$ cat config.mk
export PLATFORM = sky130hd
export DESIGN_NAME = lin_rx_core
export DESIGN_NICKNAME = d
export VERILOG_FILES = /design/src/rtl/lin_rx_pkg.sv /design/src/rtl/lin_rx_sync.sv /design/src/rtl/lin_rx_framer.sv /design/src/rtl/lin_rx_brk.sv /design/src/rtl/lin_rx_regs.sv /design/src/rtl/lin_rx_core.sv
export SDC_FILE = /design/constraint.sdc
export NUM_CORES = 1
export LEC_CHECK = 0
export ABC_AREA = 1
export CAP_MARGIN = 0
export CORE_MARGIN = 2
export CORE_UTILIZATION = 45
export CTS_CLUSTER_SIZE = 24
export DETAILED_ROUTE_END_ITERATION = 10
export PLACE_DENSITY = 0.79
export SYNTH_ARGS = -nofsm -noshare
export SYNTH_HDL_FRONTEND = slang
export SYNTH_SLANG_ARGS = --single-unit
export TNS_END_PERCENT = 20
$ cat constraint.sdc
create_clock -name clk -period 1.2 [get_ports clk]
set_input_delay 0.24 -clock clk [delete_from_list [all_inputs] [get_ports clk]]
set_output_delay 0.24 -clock clk [all_outputs]
set_load 0.02 [all_outputs]
$ cat src/rtl/lin_rx_pkg.sv
package lin_rx_pkg;
    typedef enum logic [2:0] {
        ST_IDLE,
        ST_START,
        ST_DATA,
        ST_STOP,
        ST_WAITHI
    } rx_state_e;
endpackage

$ cat src/rtl/lin_rx_sync.sv
module lin_rx_sync #(
    parameter int STAGES = 2
) (
    input  logic clk,
    input  logic rst_n,
    input  logic din,
    output logic dout
);
    logic [STAGES-1:0] chain_d, chain_q;

    generate
        if (STAGES == 1) begin : g_one
            always_comb chain_d = din;
        end else begin : g_many
            always_comb chain_d = {chain_q[STAGES-2:0], din};
        end
    endgenerate

    always_ff @(posedge clk or negedge rst_n) begin
        if (!rst_n) chain_q <= '1;
        else        chain_q <= chain_d;
    end

    assign dout = chain_q[STAGES-1];
endmodule

$ cat src/rtl/lin_rx_framer.sv
module lin_rx_framer
    import lin_rx_pkg::*;
#(
    parameter int DATA_BITS = 8,
    parameter int OVS       = 16
) (
    input  logic                 clk,
    input  logic                 rst_n,
    input  logic                 tick,
    input  logic                 rx,
    output logic                 done,
    output logic                 stop_ok,
    output logic [DATA_BITS-1:0] data
);
    localparam int CW   = $clog2(OVS);
    localparam int BW   = (DATA_BITS > 1) ? $clog2(DATA_BITS) : 1;
    localparam int HALF = OVS / 2;

    typedef struct packed {
        rx_state_e            st;
        logic [CW-1:0]        cnt;
        logic [BW-1:0]        bidx;
        logic [DATA_BITS-1:0] sh;
    } fr_t;

    fr_t q, d;
    logic done_d, stop_ok_d;

    always_comb begin
        d         = q;
        done_d    = 1'b0;
        stop_ok_d = 1'b0;
        if (tick) begin
            unique case (q.st)
                ST_IDLE: begin
                    if (!rx) begin
                        d.st  = ST_START;
                        d.cnt = '0;
                    end
                end
                ST_START: begin
                    if (q.cnt == CW'(HALF - 1)) begin
                        d.cnt  = '0;
                        d.bidx = '0;
                        d.st   = rx ? ST_IDLE : ST_DATA;
                    end else begin
                        d.cnt = q.cnt + 1'b1;
                    end
                end
                ST_DATA: begin
                    if (q.cnt == CW'(OVS - 1)) begin
                        d.cnt = '0;
                        d.sh  = {rx, q.sh[DATA_BITS-1:1]};
                        if (q.bidx == BW'(DATA_BITS - 1)) d.st = ST_STOP;
                        else                              d.bidx = q.bidx + 1'b1;
                    end else begin
                        d.cnt = q.cnt + 1'b1;
                    end
                end
                ST_STOP: begin
                    if (q.cnt == CW'(OVS - 1)) begin
                        d.cnt     = '0;
                        done_d    = 1'b1;
                        stop_ok_d = rx;
                        d.st      = rx ? ST_IDLE : ST_WAITHI;
                    end else begin
                        d.cnt = q.cnt + 1'b1;
                    end
                end
                ST_WAITHI: begin
                    if (rx) d.st = ST_IDLE;
                end
                default: d.st = ST_IDLE;
            endcase
        end
    end

    always_ff @(posedge clk or negedge rst_n) begin
        if (!rst_n) begin
            q       <= '{st: ST_IDLE, cnt: '0, bidx: '0, sh: '0};
            done    <= 1'b0;
            stop_ok <= 1'b0;
        end else begin
            q       <= d;
            done    <= done_d;
            stop_ok <= stop_ok_d;
        end
    end

    assign data = q.sh;

    // a start that is high again at mid-bit falls back to idle
    assert_false_start_R2: assert property (@(posedge clk) disable iff (!rst_n)
        (tick && q.st == ST_START && q.cnt == CW'(HALF - 1) && rx) |=> (q.st == ST_IDLE));

    // leaving the wait state requires a high line
    assert_rearm_high_R10: assert property (@(posedge clk) disable iff (!rst_n)
        (q.st == ST_WAITHI && !rx) |=> (q.st == ST_WAITHI));

    // a low stop always parks the framer until the line is high
    assert_bad_stop_wait_R4: assert property (@(posedge clk) disable iff (!rst_n)
        (done && !stop_ok) |-> (q.st == ST_WAITHI || $past(rx)));
endmodule

$ cat src/rtl/lin_rx_brk.sv
module lin_rx_brk #(
    parameter int OVS      = 16,
    parameter int BRK_BITS = 11
) (
    input  logic clk,
    input  logic rst_n,
    input  logic tick,
    input  logic rx,
    output logic hit
);
    localparam int LIMIT = OVS * BRK_BITS;
    localparam int LW    = $clog2(LIMIT + 1);

    logic [LW-1:0] cnt_d, cnt_q;
    logic          hit_d;

    always_comb begin
        cnt_d = cnt_q;
        hit_d = 1'b0;
        if (tick) begin
            if (rx) begin
                cnt_d = '0;
            end else if (cnt_q != LW'(LIMIT)) begin
                cnt_d = cnt_q + 1'b1;
                hit_d = (cnt_q == LW'(LIMIT - 1));
            end
        end
    end

    always_ff @(posedge clk or negedge rst_n) begin
        if (!rst_n) begin
            cnt_q <= '0;
            hit   <= 1'b0;
        end else begin
            cnt_q <= cnt_d;
            hit   <= hit_d;
        end
    end

    // the detector only fires after a low tick
    assert_hit_low_R7: assert property (@(posedge clk) disable iff (!rst_n)
        hit |-> $past(!rx));

    // one hit per low period
    assert_hit_once_R7: assert property (@(posedge clk) disable iff (!rst_n)
        hit |=> !hit);
endmodule

$ cat src/rtl/lin_rx_regs.sv
module lin_rx_regs #(
    parameter int DATA_BITS = 8
) (
    input  logic                 clk,
    input  logic                 rst_n,
    input  logic                 done,
    input  logic                 stop_ok,
    input  logic [DATA_BITS-1:0] fr_data,
    input  logic                 brk_hit,
    input  logic                 rd,
    input  logic                 wr,
    input  logic                 wr_clr,
    input  logic                 wr_keep,
    input  logic                 rie,
    input  logic                 bie,
    output logic [DATA_BITS-1:0] rx_data,
    output logic                 full,
    output logic                 fe,
    output logic                 ore,
    output logic                 brk,
    output logic                 irq
);
    typedef struct packed {
        logic [DATA_BITS-1:0] data;
        logic                 full;
        logic                 fe;
        logic                 ore;
        logic                 brk;
    } rg_t;

    rg_t q, d;

    always_comb begin
        d = q;
        if (rd) d.full = 1'b0;
        if (wr && wr_clr) begin
            d.fe  = 1'b0;
            d.ore = 1'b0;
        end
        if (wr && !wr_keep) d.brk = 1'b0;
        if (done) begin
            if (!stop_ok) begin
                d.fe = 1'b1;
            end else if (q.full && !rd) begin
                d.ore = 1'b1;
            end else begin
                d.data = fr_data;
                d.full = 1'b1;
            end
        end
        if (brk_hit) d.brk = 1'b1;
    end

    always_ff @(posedge clk or negedge rst_n) begin
        if (!rst_n) q <= '0;
        else        q <= d;
    end

    assign rx_data = q.data;
    assign full    = q.full;
    assign fe      = q.fe;
    assign ore     = q.ore;
    assign brk     = q.brk;
    assign irq     = (rie && (q.full || q.fe || q.ore)) || (bie && q.brk);

    // full rises only after a good frame from the framer
    assert_full_src_R1: assert property (@(posedge clk) disable iff (!rst_n)
        $rose(q.full) |-> $past(done && stop_ok));

    // a read without a new frame empties the register
    assert_rd_clears_R3: assert property (@(posedge clk) disable iff (!rst_n)
        (rd && !done) |=> !q.full);

    // an overrun keeps the unread byte
    assert_ovr_keep_R5: assert property (@(posedge clk) disable iff (!rst_n)
        (done && stop_ok && q.full && !rd) |=> ($stable(q.data) && q.ore));

    // a clear write without a frame empties both error flags
    assert_err_clear_R6: assert property (@(posedge clk) disable iff (!rst_n)
        (wr && wr_clr && !done) |=> (!q.fe && !q.ore));

    // the break flag rises only on a detector hit
    assert_brk_src_R8: assert property (@(posedge clk) disable iff (!rst_n)
        $rose(q.brk) |-> $past(brk_hit));

    // an enabled break always requests an interrupt
    assert_brk_irq_R9: assert property (@(posedge clk) disable iff (!rst_n)
        (bie && q.brk) |-> irq);
endmodule

$ cat src/rtl/lin_rx_core.sv
module lin_rx_core #(
    parameter int DATA_BITS   = 8,
    parameter int OVS         = 16,
    parameter int BRK_BITS    = 11,
    parameter int SYNC_STAGES = 2
) (
    input  logic                 clk,
    input  logic                 rst_n,
    input  logic                 os_tick,
    input  logic                 rx_in,
    input  logic                 rd_strobe,
    input  logic                 wr_strobe,
    input  logic                 wr_err_clr,
    input  logic                 wr_brk_keep,
    input  logic                 rx_irq_en,
    input  logic                 brk_irq_en,
    output logic [DATA_BITS-1:0] rx_data,
    output logic                 data_full,
    output logic                 frame_err,
    output logic                 overrun_err,
    output logic                 brk_flag,
    output logic                 irq
);
    logic                 rx_s;
    logic                 fr_done, fr_stop_ok, brk_hit;
    logic [DATA_BITS-1:0] fr_data;

    lin_rx_sync #(.STAGES(SYNC_STAGES)) u_sync (
        .clk(clk), .rst_n(rst_n), .din(rx_in), .dout(rx_s)
    );

    lin_rx_framer #(.DATA_BITS(DATA_BITS), .OVS(OVS)) u_framer (
        .clk(clk), .rst_n(rst_n), .tick(os_tick), .rx(rx_s),
        .done(fr_done), .stop_ok(fr_stop_ok), .data(fr_data)
    );

    lin_rx_brk #(.OVS(OVS), .BRK_BITS(BRK_BITS)) u_brk (
        .clk(clk), .rst_n(rst_n), .tick(os_tick), .rx(rx_s), .hit(brk_hit)
    );

    lin_rx_regs #(.DATA_BITS(DATA_BITS)) u_regs (
        .clk(clk), .rst_n(rst_n), .done(fr_done), .stop_ok(fr_stop_ok),
        .fr_data(fr_data), .brk_hit(brk_hit), .rd(rd_strobe), .wr(wr_strobe),
        .wr_clr(wr_err_clr), .wr_keep(wr_brk_keep), .rie(rx_irq_en),
        .bie(brk_irq_en), .rx_data(rx_data), .full(data_full), .fe(frame_err),
        .ore(overrun_err), .brk(brk_flag), .irq(irq)
    );

    // outputs are quiet in the first cycle after reset release
    assert_reset_quiet_R11: assert property (@(posedge clk)
        $rose(rst_n) |-> (!data_full && !frame_err && !overrun_err && !brk_flag));
endmodule

==> results.sh <==
export IMPL_drc=0
export IMPL_hold_viol=0
export IMPL_pwr_share_clk=0.255
export IMPL_tightest_slew_ns=0.365
export IMPL_setup_viol=26
export IMPL_p_int_mw=2.47
export IMPL_cap_violations=0
export IMPL_synth_yosys_seq_area_share=0.513
export IMPL_cp_arrival_ns=1.16
export IMPL_path_buf_inv=1
export IMPL_synth_seq_cells=43
export IMPL_min_period_ns=1.40
export IMPL_antenna_found_initial=0
export IMPL_syn_inst=246
export IMPL_ys_warnings_count=0
export IMPL_p_per_area_nw_per_um2=1260
export IMPL_hold_class="input pin to flop"
export IMPL_period_share=1.16
export IMPL_grt_overflow_total=0
export IMPL_rsz0062_at_grt="yes"
export IMPL_required_ns=0.96
export IMPL_core_area_um2=4410
export IMPL_synth_edf_count=0
export IMPL_path_class="flop to output port"
export IMPL_drt_iter0_drc=95
export IMPL_routed_wl_um=4570
export IMPL_startpoint_type="flop"
export IMPL_num_antenna_cells=0
export IMPL_firstDrtPassIters=4
export IMPL_syn_area_per_cell_um2=8.54
export IMPL_cts_buffers=5
export IMPL_place_inst=346
export IMPL_hpwlAfterDp_um=3180
export IMPL_synthFlopType="dfrtp_1"
export IMPL_yosysMostFrequentCell="nand2_1"
export IMPL_yosysTopAreaCell="dfrtp_1"
export IMPL_slowest_delay_ns=0.38
export IMPL_clk_pin_slew_ns=0.09
export IMPL_power_leakage_nw=1.37
export IMPL_critPathSlowestCell="dfrtp_1"
export IMPL_max_freq_mhz=716
export IMPL_drive_above_1_share=0.410
export IMPL_crit_path_cell_trace="o31ai_1 > nand2_1 > buf_2"
export IMPL_syn_to_final_growth_pct=40.1
export IMPL_synth_common_cells="nand2_1 (71), dfrtp_1 (41), o21ai_0 (27)"
export IMPL_avgRoutedWirePerCell_um=12.7
export IMPL_track_usage=0.186
export IMPL_share_comb_of_total_power=0.283
export IMPL_fill_cells=341
export IMPL_die_height_um=72.3
export IMPL_yosys_area_top_type_share=0.488
export IMPL_setup_ws_ns=-0.197
export IMPL_place_gp_congestion=0.826
export IMPL_grt_pass1_wl_um=7660
export IMPL_status="finished, violations left"
export IMPL_p_seq_frac=0.462
export IMPL_peakVddDrop_mv=0.654
export IMPL_initial_utilization=0.476
export IMPL_grt_pass1_vias=1834
export IMPL_critPathTopFamily="flip-flops"
export IMPL_ys_top_cells_by_area="dfrtp_1 (49%), nand2_1 (13%), o21ai_0 (6.4%)"
export IMPL_post_route_util=0.667
export IMPL_cts_tree="yes"
export IMPL_grt_max_degree=23
export IMPL_clock_root_buffer="clkbuf_8"
export IMPL_critPathCaptureType="output port"
export IMPL_detail_route_antenna_nets=0
export IMPL_viasPerCell=5.07
export IMPL_io_pins=23
export IMPL_die_area_um2=5230
export IMPL_rrSetupSlack_ns=-0.14
export IMPL_synthesis_nets=261
export IMPL_cts_sinks=43
export IMPL_p_sw_mw=1.23
export IMPL_finalMaxSlewViolations=0
export IMPL_synth_distinct_cells=28
export IMPL_row_count=24
export IMPL_switching_share=0.333
export IMPL_fin_cells=359
export IMPL_dieWidth_um=72.3
export IMPL_port_buffers=22
export IMPL_slew_headroom=0.757
export IMPL_cts_max_level=2
export IMPL_final_net_count=321
export IMPL_vias=1819
export IMPL_cts_buffer_depth=2
export IMPL_syn_area_um2=2100
export IMPL_skew_ns=0.00728
export IMPL_crit_fanout=2
export IMPL_synth_async_reset_ratio=1.00
export IMPL_clk_latency_ns=0.30
export IMPL_violations="setup timing"
-- metrics by stage --
stage / hold WS, ns / area [µm²] / setup TNS (ns) / total power [mW] / worst slack, ns
5_1_grt: 0.348 / 2940 / -4.68 / 3.90 / -0.260
4_1_cts: 0.346 / 2790 / -2.20 / 3.51 / -0.216
3_5_place_dp: 0.171 / 2630 / -7.54 / 2.53 / -0.467
3_3_place_gp: 0.170 / 2630 / -6.80 / 2.49 / -0.440
6_report: 0.347 / 2940 / -2.50 / 3.70 / -0.197
2_1_floorplan: -0.0556 / 2140 / -0.386 / 2.19 / -0.0312
-- routing by layer --
metal | global-route usage | vias to the layer above | part of all wire
li1 | - | 919 | -
met1 | 0.231 | 862 | 0.44
met2 | 0.309 | 31 | 0.50
met3 | 0.0403 | 7 | 0.041
met4 | 0.0881 | 0 | 0.017
met5 | 0 | - | 0
-- cell usage in the layout (no fill, tap or decap), types with 3 or more instances in the layout --
master,n
dfrtp_2,3
o21ai_2,9
nand3_1,15
dfrtp_1,38
buf_6,7
nor2_4,6
nand2_4,3
nand2_1,50
nand3_2,5
nand3_4,3
o21ai_0,20
clkbuf_8,5
ha_4,4
o21ai_1,6
nand2_2,21
buf_2,10
inv_2,3
clkdlybuf4s50_1,8
inv_4,4
nand4_1,3
buf_4,29
inv_1,20
nor2_1,9
-- power by group through the flow --
stage          Clock [mW]  Sequential, mW  Combinational (mW)
2_1_floorplan           0            1.63               0.559
3_3_place_gp            0            1.67               0.819
3_5_place_dp            0            1.68               0.852
4_1_cts             0.963            1.66               0.883
5_1_grt              1.01            1.72                1.17
6_report            0.944            1.71                1.04
-- kinds of logic (layout without fill, tap and decap cells) --
| kind of cell | count (synthesis) | after routing | synth area share |
|---|---|---|---|
| simple gates | 120 | 121 | 0.247 |
| fa+ha+maj | 5 | 5 | 0.0298 |
| compound gates | 41 | 41 | 0.117 |
| xor+xnor | 3 | 3 | 0.0125 |
| mux | 1 | 1 | 0.00536 |
| buf+inv | 33 | 93 | 0.0750 |
| flops | 43 | 43 | 0.513 |
-- final timing paths --
check,cells after the start,to,startpoint
min reg2reg,0,u_sync.chain_q[1],u_sync.chain_q[0]
min,1,u_sync.chain_q[0],rx_in
max reg2reg,7,u_brk.cnt_q[6],u_brk.cnt_q[0]
min in group asynchronous,2,u_regs.full,rst_n
max,3,irq,u_regs.fe
max in group asynchronous,3,u_brk.cnt_q[4],rst_n
-- cell type report --
class | instances | area (µm²) | area share
clock buffer | 5 | 68.8 | 0.0234
clock inverter | 3 | 23.8 | 0.00808
timing repair buffer | 58 | 488 | 0.166
tap | 52 | 65.1 | 0.0221
sequential | 43 | 1080 | 0.368
multi-input combinational | 171 | 1100 | 0.375
inverter | 27 | 111 | 0.0378
-- state kept, by name (all words and copies together) (netlist names) --
name / flops
u_regs.full: 1
u_sync.chain_q: 2
u_brk.cnt_q: 8
u_regs.ore: 1
u_regs.brk: 1
u_framer.q: 10
u_framer.done: 1
u_brk.hit: 1
u_regs.fe: 1
u_framer.data: 8
u_framer.stop_ok: 1
u_regs.rx_data: 8
-- worst register-to-register path, delay by kind of cell, from the launching register on --
kind,cells,cell delay (ns)
flip-flops,1,0.42
AO/OA/AOI/OAI,1,0.10
buffers and inverters,2,0.12
adder cells (fa/ha/maj),1,0.12
AND/OR/NAND/NOR,3,0.48
-- repair_timing --
action,in CTS,in global routing
gates cloned,0,1
resized for setup,70,56
hold buffers,1,0
endpoints found under the setup margin,42,46
pin swaps,4,16
hold endpoints to repair,11,0
setup buffers,0,3
Note: power is estimated with default switching activity, not from simulation.
